<file path="src/rtl/usbp_pkg.sv">
package usbp_pkg;
   typedef enum logic {
      DIR_RX = 1'b0,
      DIR_TX = 1'b1
   } usbp_dir_e;

   typedef struct packed {
      logic clr;
      logic fill;
      logic close;
      logic drain_one;
      logic drain_all;
   } usbp_side_ctl_s;
endpackage

</file>
<file path="src/rtl/usbp_cfg_gate.sv">
module usbp_cfg_gate (
   input  logic clk,
   input  logic rst_n,
   input  logic cfg_wr,
   input  logic dbl_req,
   input  logic cont_req,
   input  logic pipe_nak,
   input  logic pipe_busy,
   input  logic pipe_sel,
   output logic dbl_q,
   output logic cont_q
);
   logic idle_ok;
   assign idle_ok = pipe_nak && !pipe_busy && !pipe_sel;

   always_ff @(posedge clk or negedge rst_n) begin
      if (!rst_n) begin
         dbl_q  <= 1'b0;
         cont_q <= 1'b0;
      end else if (cfg_wr && idle_ok) begin
         dbl_q  <= dbl_req;
         cont_q <= cont_req;
      end
   end
endmodule

</file>
<file path="src/rtl/usbp_side.sv">
module usbp_side
   import usbp_pkg::*;
#(
   parameter int CNT_W = 9
) (
   input  logic             clk,
   input  logic             rst_n,
   input  usbp_side_ctl_s   ctl,
   input  logic [CNT_W-1:0] add,
   output logic [CNT_W-1:0] cnt,
   output logic             rdy
);
   always_ff @(posedge clk or negedge rst_n) begin
      if (!rst_n) begin
         cnt <= '0;
         rdy <= 1'b0;
      end else if (ctl.clr || ctl.drain_all) begin
         cnt <= '0;
         rdy <= 1'b0;
      end else if (ctl.drain_one) begin
         if (cnt <= CNT_W'(1)) begin
            cnt <= '0;
            rdy <= 1'b0;
         end else begin
            cnt <= cnt - CNT_W'(1);
         end
      end else begin
         if (ctl.fill)  cnt <= cnt + add;
         if (ctl.close) rdy <= 1'b1;
      end
   end
endmodule

</file>
<file path="src/rtl/usbp_done_eval.sv">
module usbp_done_eval
   import usbp_pkg::*;
#(
   parameter int CNT_W = 9,
   parameter int LEN_W = 10,
   parameter int TRN_W = 4
) (
   input  logic             cont,
   input  usbp_dir_e        dir,
   input  logic [CNT_W-1:0] cap,
   input  logic [LEN_W-1:0] mps,
   input  logic [TRN_W-1:0] trn,
   input  logic [CNT_W-1:0] cnt,
   input  logic             rdy,
   input  logic [TRN_W-1:0] pkt_cnt,
   input  logic             rx_valid,
   input  logic [LEN_W-1:0] rx_len,
   input  logic             cpu_wr,
   input  logic             cpu_bval,
   input  logic             cpu_dend,
   output logic             accept,
   output logic [CNT_W-1:0] fill_add,
   output logic             close,
   output logic             count_pkt
);
   localparam int SUM_W = ((CNT_W > LEN_W) ? CNT_W : LEN_W) + 1;

   logic [SUM_W-1:0] cap_x, mps_x, lim_x, rx_sum, wr_sum, cnt_x;
   logic [TRN_W:0]   pkt_next;
   logic             zlp_empty, trn_hit, short_pkt, rx_ok, wr_ok, cont_close;

   assign cnt_x    = SUM_W'(cnt);
   assign cap_x    = SUM_W'(cap);
   assign mps_x    = SUM_W'(mps);
   assign rx_sum   = cnt_x + SUM_W'(rx_len);
   assign wr_sum   = cnt_x + SUM_W'(1);
   assign lim_x    = (!cont && mps_x < cap_x) ? mps_x : cap_x;
   assign pkt_next = {1'b0, pkt_cnt} + (TRN_W+1)'(1);
   assign trn_hit  = (trn != '0) && (pkt_next == {1'b0, trn});

   assign zlp_empty  = cont && (rx_len == '0) && (cnt == '0);
   assign short_pkt  = (rx_len != '0) && (SUM_W'(rx_len) < mps_x);
   assign cont_close = (rx_sum == cap_x) || short_pkt ||
                       ((rx_len == '0) && (cnt != '0)) || trn_hit;
   assign rx_ok = rx_valid && !rdy && (rx_sum <= cap_x);
   assign wr_ok = cpu_wr && !rdy && (cnt_x < lim_x);

   always_comb begin
      accept    = 1'b0;
      fill_add  = '0;
      close     = 1'b0;
      count_pkt = 1'b0;
      if (dir == DIR_RX) begin
         accept    = rx_ok;
         fill_add  = CNT_W'(rx_len);
         close     = rx_ok && (!cont || (!zlp_empty && cont_close));
         count_pkt = rx_ok && cont && !zlp_empty;
      end else begin
         accept   = wr_ok;
         fill_add = CNT_W'(1);
         close    = !rdy && ((wr_ok && wr_sum == lim_x) || cpu_bval ||
                             (cont && wr_ok && cpu_dend));
      end
   end
endmodule

</file>
<file path="src/rtl/usbp_pipe_buf.sv">
module usbp_pipe_buf
   import usbp_pkg::*;
#(
   parameter int SIZE_W = 2,
   parameter int LEN_W  = 10,
   parameter int TRN_W  = 4,
   localparam int CNT_W = SIZE_W + 7,
   localparam int NSIDE = 2
) (
   input  logic              clk,
   input  logic              rst_n,
   input  logic [SIZE_W-1:0] cfg_size,
   input  logic              cfg_dir,
   input  logic [LEN_W-1:0]  cfg_mps,
   input  logic [TRN_W-1:0]  cfg_trn,
   input  logic              cfg_wr,
   input  logic              cfg_dbl_req,
   input  logic              cfg_cont_req,
   input  logic              pipe_nak,
   input  logic              pipe_busy,
   input  logic              pipe_sel,
   input  logic              aclr,
   input  logic              cpu_wr,
   input  logic              cpu_bval,
   input  logic              cpu_dend,
   input  logic              cpu_rd,
   input  logic              rx_valid,
   input  logic [LEN_W-1:0]  rx_len,
   input  logic              tx_sent,
   output logic              rx_ack,
   output logic              rdy_irq,
   output logic [1:0]        side_ready,
   output logic [CNT_W-1:0]  side_count0,
   output logic [CNT_W-1:0]  side_count1,
   output logic              usb_side,
   output logic              cpu_side,
   output logic              dbl_on,
   output logic              cont_on
);
   if (SIZE_W < 1 || SIZE_W > 8) begin : g_bad_size
      $error("usbp_pipe_buf: SIZE_W out of range");
   end
   if (LEN_W < 7) begin : g_bad_len
      $error("usbp_pipe_buf: LEN_W too small");
   end
   if (TRN_W < 1) begin : g_bad_trn
      $error("usbp_pipe_buf: TRN_W too small");
   end

   usbp_dir_e        dir;
   logic [CNT_W-1:0] cap;
   logic [CNT_W-1:0] side_cnt [NSIDE];
   logic [NSIDE-1:0] side_rdy;
   logic             usb_ptr, cpu_ptr, fill_side, drain_side;
   logic [TRN_W-1:0] pkt_cnt;
   logic             accept, close, count_pkt;
   logic             drain_one, drain_all, release_rx;
   logic [CNT_W-1:0] fill_add;

   assign dir = usbp_dir_e'(cfg_dir);
   assign cap = {({1'b0, cfg_size} + (SIZE_W+1)'(1)), 6'b0};

   assign fill_side  = (dir == DIR_TX) ? cpu_ptr : usb_ptr;
   assign drain_side = (dir == DIR_TX) ? usb_ptr : cpu_ptr;

   usbp_cfg_gate u_cfg (
      .clk(clk), .rst_n(rst_n), .cfg_wr(cfg_wr),
      .dbl_req(cfg_dbl_req), .cont_req(cfg_cont_req),
      .pipe_nak(pipe_nak), .pipe_busy(pipe_busy), .pipe_sel(pipe_sel),
      .dbl_q(dbl_on), .cont_q(cont_on)
   );

   usbp_done_eval #(.CNT_W(CNT_W), .LEN_W(LEN_W), .TRN_W(TRN_W)) u_done (
      .cont(cont_on), .dir(dir), .cap(cap), .mps(cfg_mps), .trn(cfg_trn),
      .cnt(side_cnt[fill_side]), .rdy(side_rdy[fill_side]), .pkt_cnt(pkt_cnt),
      .rx_valid(rx_valid && !aclr), .rx_len(rx_len),
      .cpu_wr(cpu_wr && !aclr), .cpu_bval(cpu_bval && !aclr), .cpu_dend(cpu_dend),
      .accept(accept), .fill_add(fill_add), .close(close), .count_pkt(count_pkt)
   );

   assign drain_one  = (dir == DIR_RX) && cpu_rd && side_rdy[drain_side] && !aclr;
   assign drain_all  = (dir == DIR_TX) && tx_sent && side_rdy[drain_side] && !aclr;
   assign release_rx = drain_one && (side_cnt[drain_side] <= CNT_W'(1));

   for (genvar s = 0; s < NSIDE; s++) begin : g_side
      usbp_side_ctl_s ctl;
      assign ctl.clr       = aclr;
      assign ctl.fill      = accept    && (fill_side  == 1'(s));
      assign ctl.close     = close     && (fill_side  == 1'(s));
      assign ctl.drain_one = drain_one && (drain_side == 1'(s));
      assign ctl.drain_all = drain_all && (drain_side == 1'(s));
      usbp_side #(.CNT_W(CNT_W)) u_side (
         .clk(clk), .rst_n(rst_n), .ctl(ctl), .add(fill_add),
         .cnt(side_cnt[s]), .rdy(side_rdy[s])
      );
   end

   always_ff @(posedge clk or negedge rst_n) begin
      if (!rst_n) begin
         usb_ptr <= 1'b0;
         cpu_ptr <= 1'b0;
         pkt_cnt <= '0;
         rdy_irq <= 1'b0;
         rx_ack  <= 1'b0;
      end else if (aclr) begin
         usb_ptr <= 1'b0;
         cpu_ptr <= 1'b0;
         pkt_cnt <= '0;
         rdy_irq <= 1'b0;
         rx_ack  <= 1'b0;
      end else begin
         if (dbl_on && ((dir == DIR_RX && close) || drain_all))
            usb_ptr <= !usb_ptr;
         if (dbl_on && ((dir == DIR_TX && close) || release_rx))
            cpu_ptr <= !cpu_ptr;
         if (close)          pkt_cnt <= '0;
         else if (count_pkt) pkt_cnt <= pkt_cnt + TRN_W'(1);
         rdy_irq <= close && !(dbl_on && dir == DIR_TX);
         rx_ack  <= (dir == DIR_RX) && accept;
      end
   end

   assign side_ready  = side_rdy;
   assign side_count0 = side_cnt[0];
   assign side_count1 = side_cnt[1];
   assign usb_side    = usb_ptr;
   assign cpu_side    = cpu_ptr;
endmodule

</file>
<file path="config.mk">
export PLATFORM = sky130hd
export DESIGN_NAME = usbp_pipe_buf
export DESIGN_NICKNAME = d
export VERILOG_FILES = /design/src/rtl/usbp_pkg.sv /design/src/rtl/usbp_cfg_gate.sv /design/src/rtl/usbp_side.sv /design/src/rtl/usbp_done_eval.sv /design/src/rtl/usbp_pipe_buf.sv
export SDC_FILE = /design/constraint.sdc
export NUM_CORES = 1
export LEC_CHECK = 0
export BUFFER_PORTS_ARGS = -buffer_cell sky130_fd_sc_hd__clkbuf_2
export CAP_MARGIN = 20
export CORE_MARGIN = 10
export CORE_UTILIZATION = 39
export CTS_BUF_LIST = sky130_fd_sc_hd__clkbuf_16
export DETAILED_ROUTE_END_ITERATION = 10
export GPL_ROUTABILITY_DRIVEN = 0
export SYNTH_ARGS = -nofsm -noshare
export SYNTH_HDL_FRONTEND = slang
export SYNTH_HIERARCHICAL = 1
export SYNTH_SLANG_ARGS = --single-unit
</file>
<file path="constraint.sdc">
create_clock -name clk -period 12.98 [get_ports clk]
set_clock_uncertainty 0.05 [all_clocks]
set_input_delay 0.649 -clock clk [delete_from_list [all_inputs] [get_ports clk]]
set_output_delay 0.649 -clock clk [all_outputs]
set_load 0.005 [all_outputs]
</file>
==> impl_summary.txt <==
----------------------------------------------------
[Place]
  Number of input and output port buffers inserted ... 67
  Post-Place Cells ... 831
  DPL Wire Length ... 12100 um
  Placed Area ... 0.00538 mm^2

[Setup path]
  Largest fanout on the critical path ... 19
  Type of destination of the critical path ... register
  Worst Path Arrival ... 6.20 ns
  Setup Crit Path Kind ... in2reg
  Startpoint class of the critical path ... input pin
  Required time of the critical path ... 13.13 ns

[Detailed routing]
  Mean number of vias per cell ... ~5.8
  Number of detailed-route iterations in the first pass ... 5
  Routed length per instance ... 18.0 um
  DRC violation count after routing ... 0
  Via count of the routed design ... 4854
  DRT antenna net count ... 0
  DRT iter0 DRCs ... 352
  Total detailed-routing wirelength ... 15100 um

[GRT]
  Vias in the first global route ... 4895
  First-pass GRT wire length ... 24600 um
  Total Routing Usage GR ... 16.9%
  Initial antenna violation count ... 0
  Overflow after GRT ... 0
  Pin count of the biggest net entering global routing ... 31

[Synth]
  Share of the yosys chip area belonging to registers ... 15.4%
  Number of warning messages in the yosys log ... 6
  Yosys cell types ... 73
  Mean Syn Cell Area ... 8.15 um^2
  Area of the mapped netlist ... 0.00488 mm^2
  Flop and latch count out of synthesis ... 30
  Synth Instances ... 599
  Async SR Flop Fraction ... 100%
  Number of enable-type register cells in the synthesized netlist ... 0
  Most used flip-flop cell after synthesis ... sky130_fd_sc_hd__dfrtp_1

[STA]
  Worst Max-Slew Pin Slew ... 0.825 ns
  Final-layout setup total negative slack ... 0 ns
  Final hold vios ... 0
  Portion of the clock cycle consumed by the worst path in the final layout ... 46.6%
  Worst rel slew slack ... 45.0%
  Fmax ... 165 MHz
  Final max-slew violation count ... 0
  Final-report setup violation count ... 0
  RSZ-0062 raised after global routing ... false
  Crit path time final ... 6.04 ns

[Flow run]
  Max_cap viols ... 0

[Layout]
  Final cell utilization of the core ... between 40% and 50%
  Non-filler cells, final ... 839
  Post-layout instance area ... roughly 0.0055 mm^2
  Number of nets in the finished design ... approximately 780
  Multi-input gate area ... 0.00389 mm^2
  Area of all sequential standard cells ... 751 um^2
  Antenna diode count ... 0
  Filler cell count ... 1268
  Fraction of final layout cells sized beyond drive strength 1 ... 18.3%
  Area growth from synthesis to layout ... 13.6%

[Pwr]
  Switching share of power ... 38.8%
  Internal power contribution ... 0.000276 W
  Reg power frac ... 25.9%
  Total Power Consumption ... 0.000451 W
  Share of total power in the clock network ... 30.3%
  Relative contribution of combinational cells to total power ... roughly 44%
  Reported net switching power ... 0.000175 W
  Worst ir drop on vdd ... 53.5 uV
  Lkg Pwr ... 2.63 nW
  PD cells ... 81.3 mW/mm^2

[Clock network]
  Library cell used as clock root buffer ... sky130_fd_sc_hd__clkbuf_16
  H-Tree Depth ... 2
  Total clock buffers created by CTS ... 5
  Worst-Skew Late Latency ... 0.29 ns
  Post-CTS Setup Inserts ... 0
  Number of sinks driven by the clock tree ... 30
  Clock Path Buffers ... 2
  CTS tree ... built
  Post-CTS resize count ... 0
  Reg clk slew, reported paths ... 0.05 ns
  Hold buffers post-CTS ... 0

[Floorplan]
  Core ar. ... around 0.012 mm^2
  Number of top-level design ports ... 68
  Die X ... between 100 and 150 um
  FP Rows ... 40
  Area of the die ... 0.0174 mm^2
  Die boundary height ... 132 um
  Initial core utilization ... about two fifths

[Worst hold path]
  Type of the worst min-delay path ... in2async

[Outcome]
  Status ... finished clean

----------------------------------------------------
layout by cell type, fill, tap and decap left out, types with 6 or more instances in the layout:
master / instances
sky130_fd_sc_hd__ha_1: 69
sky130_fd_sc_hd__clkbuf_2: 67
sky130_fd_sc_hd__inv_1: 44
sky130_fd_sc_hd__a21oi_1: 43
sky130_fd_sc_hd__nor2_1: 36
sky130_fd_sc_hd__nand2_1: 32
sky130_fd_sc_hd__dfrtp_1: 30
sky130_fd_sc_hd__o21ai_0: 25
sky130_fd_sc_hd__xnor2_1: 23
sky130_fd_sc_hd__nor2b_1: 20
sky130_fd_sc_hd__nand3_1: 20
sky130_fd_sc_hd__nor4_1: 14
sky130_fd_sc_hd__nor3_1: 14
sky130_fd_sc_hd__a21o_1: 14
sky130_fd_sc_hd__mux2_2: 13
sky130_fd_sc_hd__a211oi_1: 12
sky130_fd_sc_hd__xor2_1: 12
sky130_fd_sc_hd__conb_1: 10
sky130_fd_sc_hd__nor3b_1: 9
sky130_fd_sc_hd__nand2b_1: 9
sky130_fd_sc_hd__mux2i_1: 8
sky130_fd_sc_hd__nand3b_1: 8
sky130_fd_sc_hd__or3_1: 8
sky130_fd_sc_hd__and3_1: 8
sky130_fd_sc_hd__nand4_1: 7
sky130_fd_sc_hd__a31oi_1: 7
sky130_fd_sc_hd__a21oi_2: 7
sky130_fd_sc_hd__and2_1: 6
power groups by stage:
stage	Combinational, W	Clock [W]	Sequential, W
floorplan	0.000141	0	0.000112
global placement	0.000192	0	0.000118
detailed placement	0.000195	0	0.000118
CTS	0.000196	0.000138	0.000117
global route	0.000221	0.000142	0.000118
finish	0.000197	0.000136	0.000117
cells in the mapped netlist, drive strengths merged (5+ instances only):
| cell type | number | area share, % |
|---|---|---|
| ha | 69 | 18 |
| a21oi | 50 | 5.7 |
| inv | 44 | 3.4 |
| nor2 | 38 | 3.1 |
| nand2 | 32 | 2.5 |
| dfrtp | 30 | 15 |
| o21ai | 27 | 2.8 |
| xnor2 | 23 | 4.1 |
| nand3 | 21 | 2.3 |
| nor2b | 20 | 2.6 |
| nor3 | 16 | 1.8 |
| mux2 | 15 | 3.5 |
| a211oi | 14 | 2.4 |
| a21o | 14 | 2.2 |
| nor4 | 14 | 1.8 |
| xor2 | 12 | 2.2 |
| nand2b | 10 | 1.4 |
| buf | 9 | 1.7 |
| nor3b | 9 | 1.4 |
| and3 | 8 | 1.0 |
| mux2i | 8 | 1.6 |
| nand3b | 8 | 1.2 |
| or3 | 8 | 1.0 |
| a31oi | 7 | 0.90 |
| and2 | 7 | 0.92 |
| nand4 | 7 | 0.90 |
| o31ai | 7 | 1.7 |
| clkbuf | 6 | 0.51 |
| o22ai | 5 | 0.64 |
| or2 | 5 | 0.74 |
critical path, cell delays in order:
cell	delay, ns
sky130_fd_sc_hd__clkbuf_2	0.33
sky130_fd_sc_hd__mux2i_1	0.23
sky130_fd_sc_hd__buf_4	0.23
sky130_fd_sc_hd__mux2_2	0.39
sky130_fd_sc_hd__ha_1	0.21
sky130_fd_sc_hd__inv_1	0.07
sky130_fd_sc_hd__fa_1	0.21
sky130_fd_sc_hd__nor2b_1	0.07
sky130_fd_sc_hd__o21a_1	0.18
sky130_fd_sc_hd__o21ai_0	0.33
sky130_fd_sc_hd__a21boi_0	0.15
sky130_fd_sc_hd__nor2_1	0.15
sky130_fd_sc_hd__xnor2_1	0.09
sky130_fd_sc_hd__ha_1	0.29
sky130_fd_sc_hd__nand4_1	0.14
sky130_fd_sc_hd__nor3_1	0.32
sky130_fd_sc_hd__nor2_1	0.10
sky130_fd_sc_hd__nor4b_1	0.25
sky130_fd_sc_hd__o211ai_1	0.19
sky130_fd_sc_hd__nand2_1	0.14
sky130_fd_sc_hd__nor2b_1	0.52
sky130_fd_sc_hd__nor2b_1	0.46
sky130_fd_sc_hd__nand2_1	0.09
sky130_fd_sc_hd__mux2_2	0.27
sky130_fd_sc_hd__a21oi_1	0.12
stage by stage:
stage	hold slack, ns	worst slack (ns)
after floorplan	0.303	7.61
after global routing	0.461	6.45
after CTS	0.430	6.98
after detailed placement	0.524	6.71
after global placement	0.505	7.07
final	0.404	6.94
sequential cells by signal, summed over array words and instances (netlist names):
| signal | flops |
|---|---|
| cpu_side | 1 |
| g_side.u_side/cnt | 18 |
| g_side.u_side/rdy | 2 |
| pkt_cnt | 4 |
| rdy_irq | 1 |
| rx_ack | 1 |
| u_cfg/cont_q | 1 |
| u_cfg/dbl_q | 1 |
| usb_side | 1 |
worst paths after layout:
path	from	to	slack, ns	cells past startpoint
setup / recovery	cfg_dir	g_side[1].u_side/cnt[5]$_DFFE_PN0P_	6.94	25
hold / removal	rst_n	g_side[0].u_side/cnt[2]$_DFFE_PN0P_	0.40	1
setup reg to reg	usb_side$_DFFE_PN0P_	g_side[1].u_side/cnt[5]$_DFFE_PN0P_	7.23	24
hold reg to reg	u_cfg/dbl_q$_DFFE_PN0P_	rdy_irq$_DFF_PN0_	0.53	1
max in group asynchronous	rst_n	g_side[1].u_side/rdy$_DFFE_PN0P_	11.95	1
min in group clk	u_cfg/dbl_q$_DFFE_PN0P_	rdy_irq$_DFF_PN0_	0.53	1
area by class of cell:
cell class | count | area share (%)
Inverter | 44 | 2.98
Multi-Input combinational cell | 519 | 70.2
Sequential cell | 30 | 13.5
Clock buffer | 5 | 2.26
Tap cell | 168 | 3.79
Timing Repair Buffer | 70 | 6.45
Clock inverter | 3 | 0.812
logic make-up after synthesis:
group	Yosys count	share of synthesized area, %
multiplexers	23	5.10
AO/OA/AOI/OAI	161	22.8
other	1	0.0768
adder cells (fa/ha/maj)	72	18.9
buffers and inverters	59	5.56
flip-flops	30	15.4
AND/OR/NAND/NOR	218	25.8
XOR/XNOR	35	6.28
routing by layer:
layer | part of all wire, % | track usage, % | vias to the layer above
met2 | 48 | 28.8 | 158
met1 | 45 | 20.9 | 2317
met5 | 0 | 0 | -
li1 | - | - | 2356
met3 | 5.3 | 3.24 | 23
met4 | 1.9 | 5.25 | 0
(Power assumes the default switching activity.)
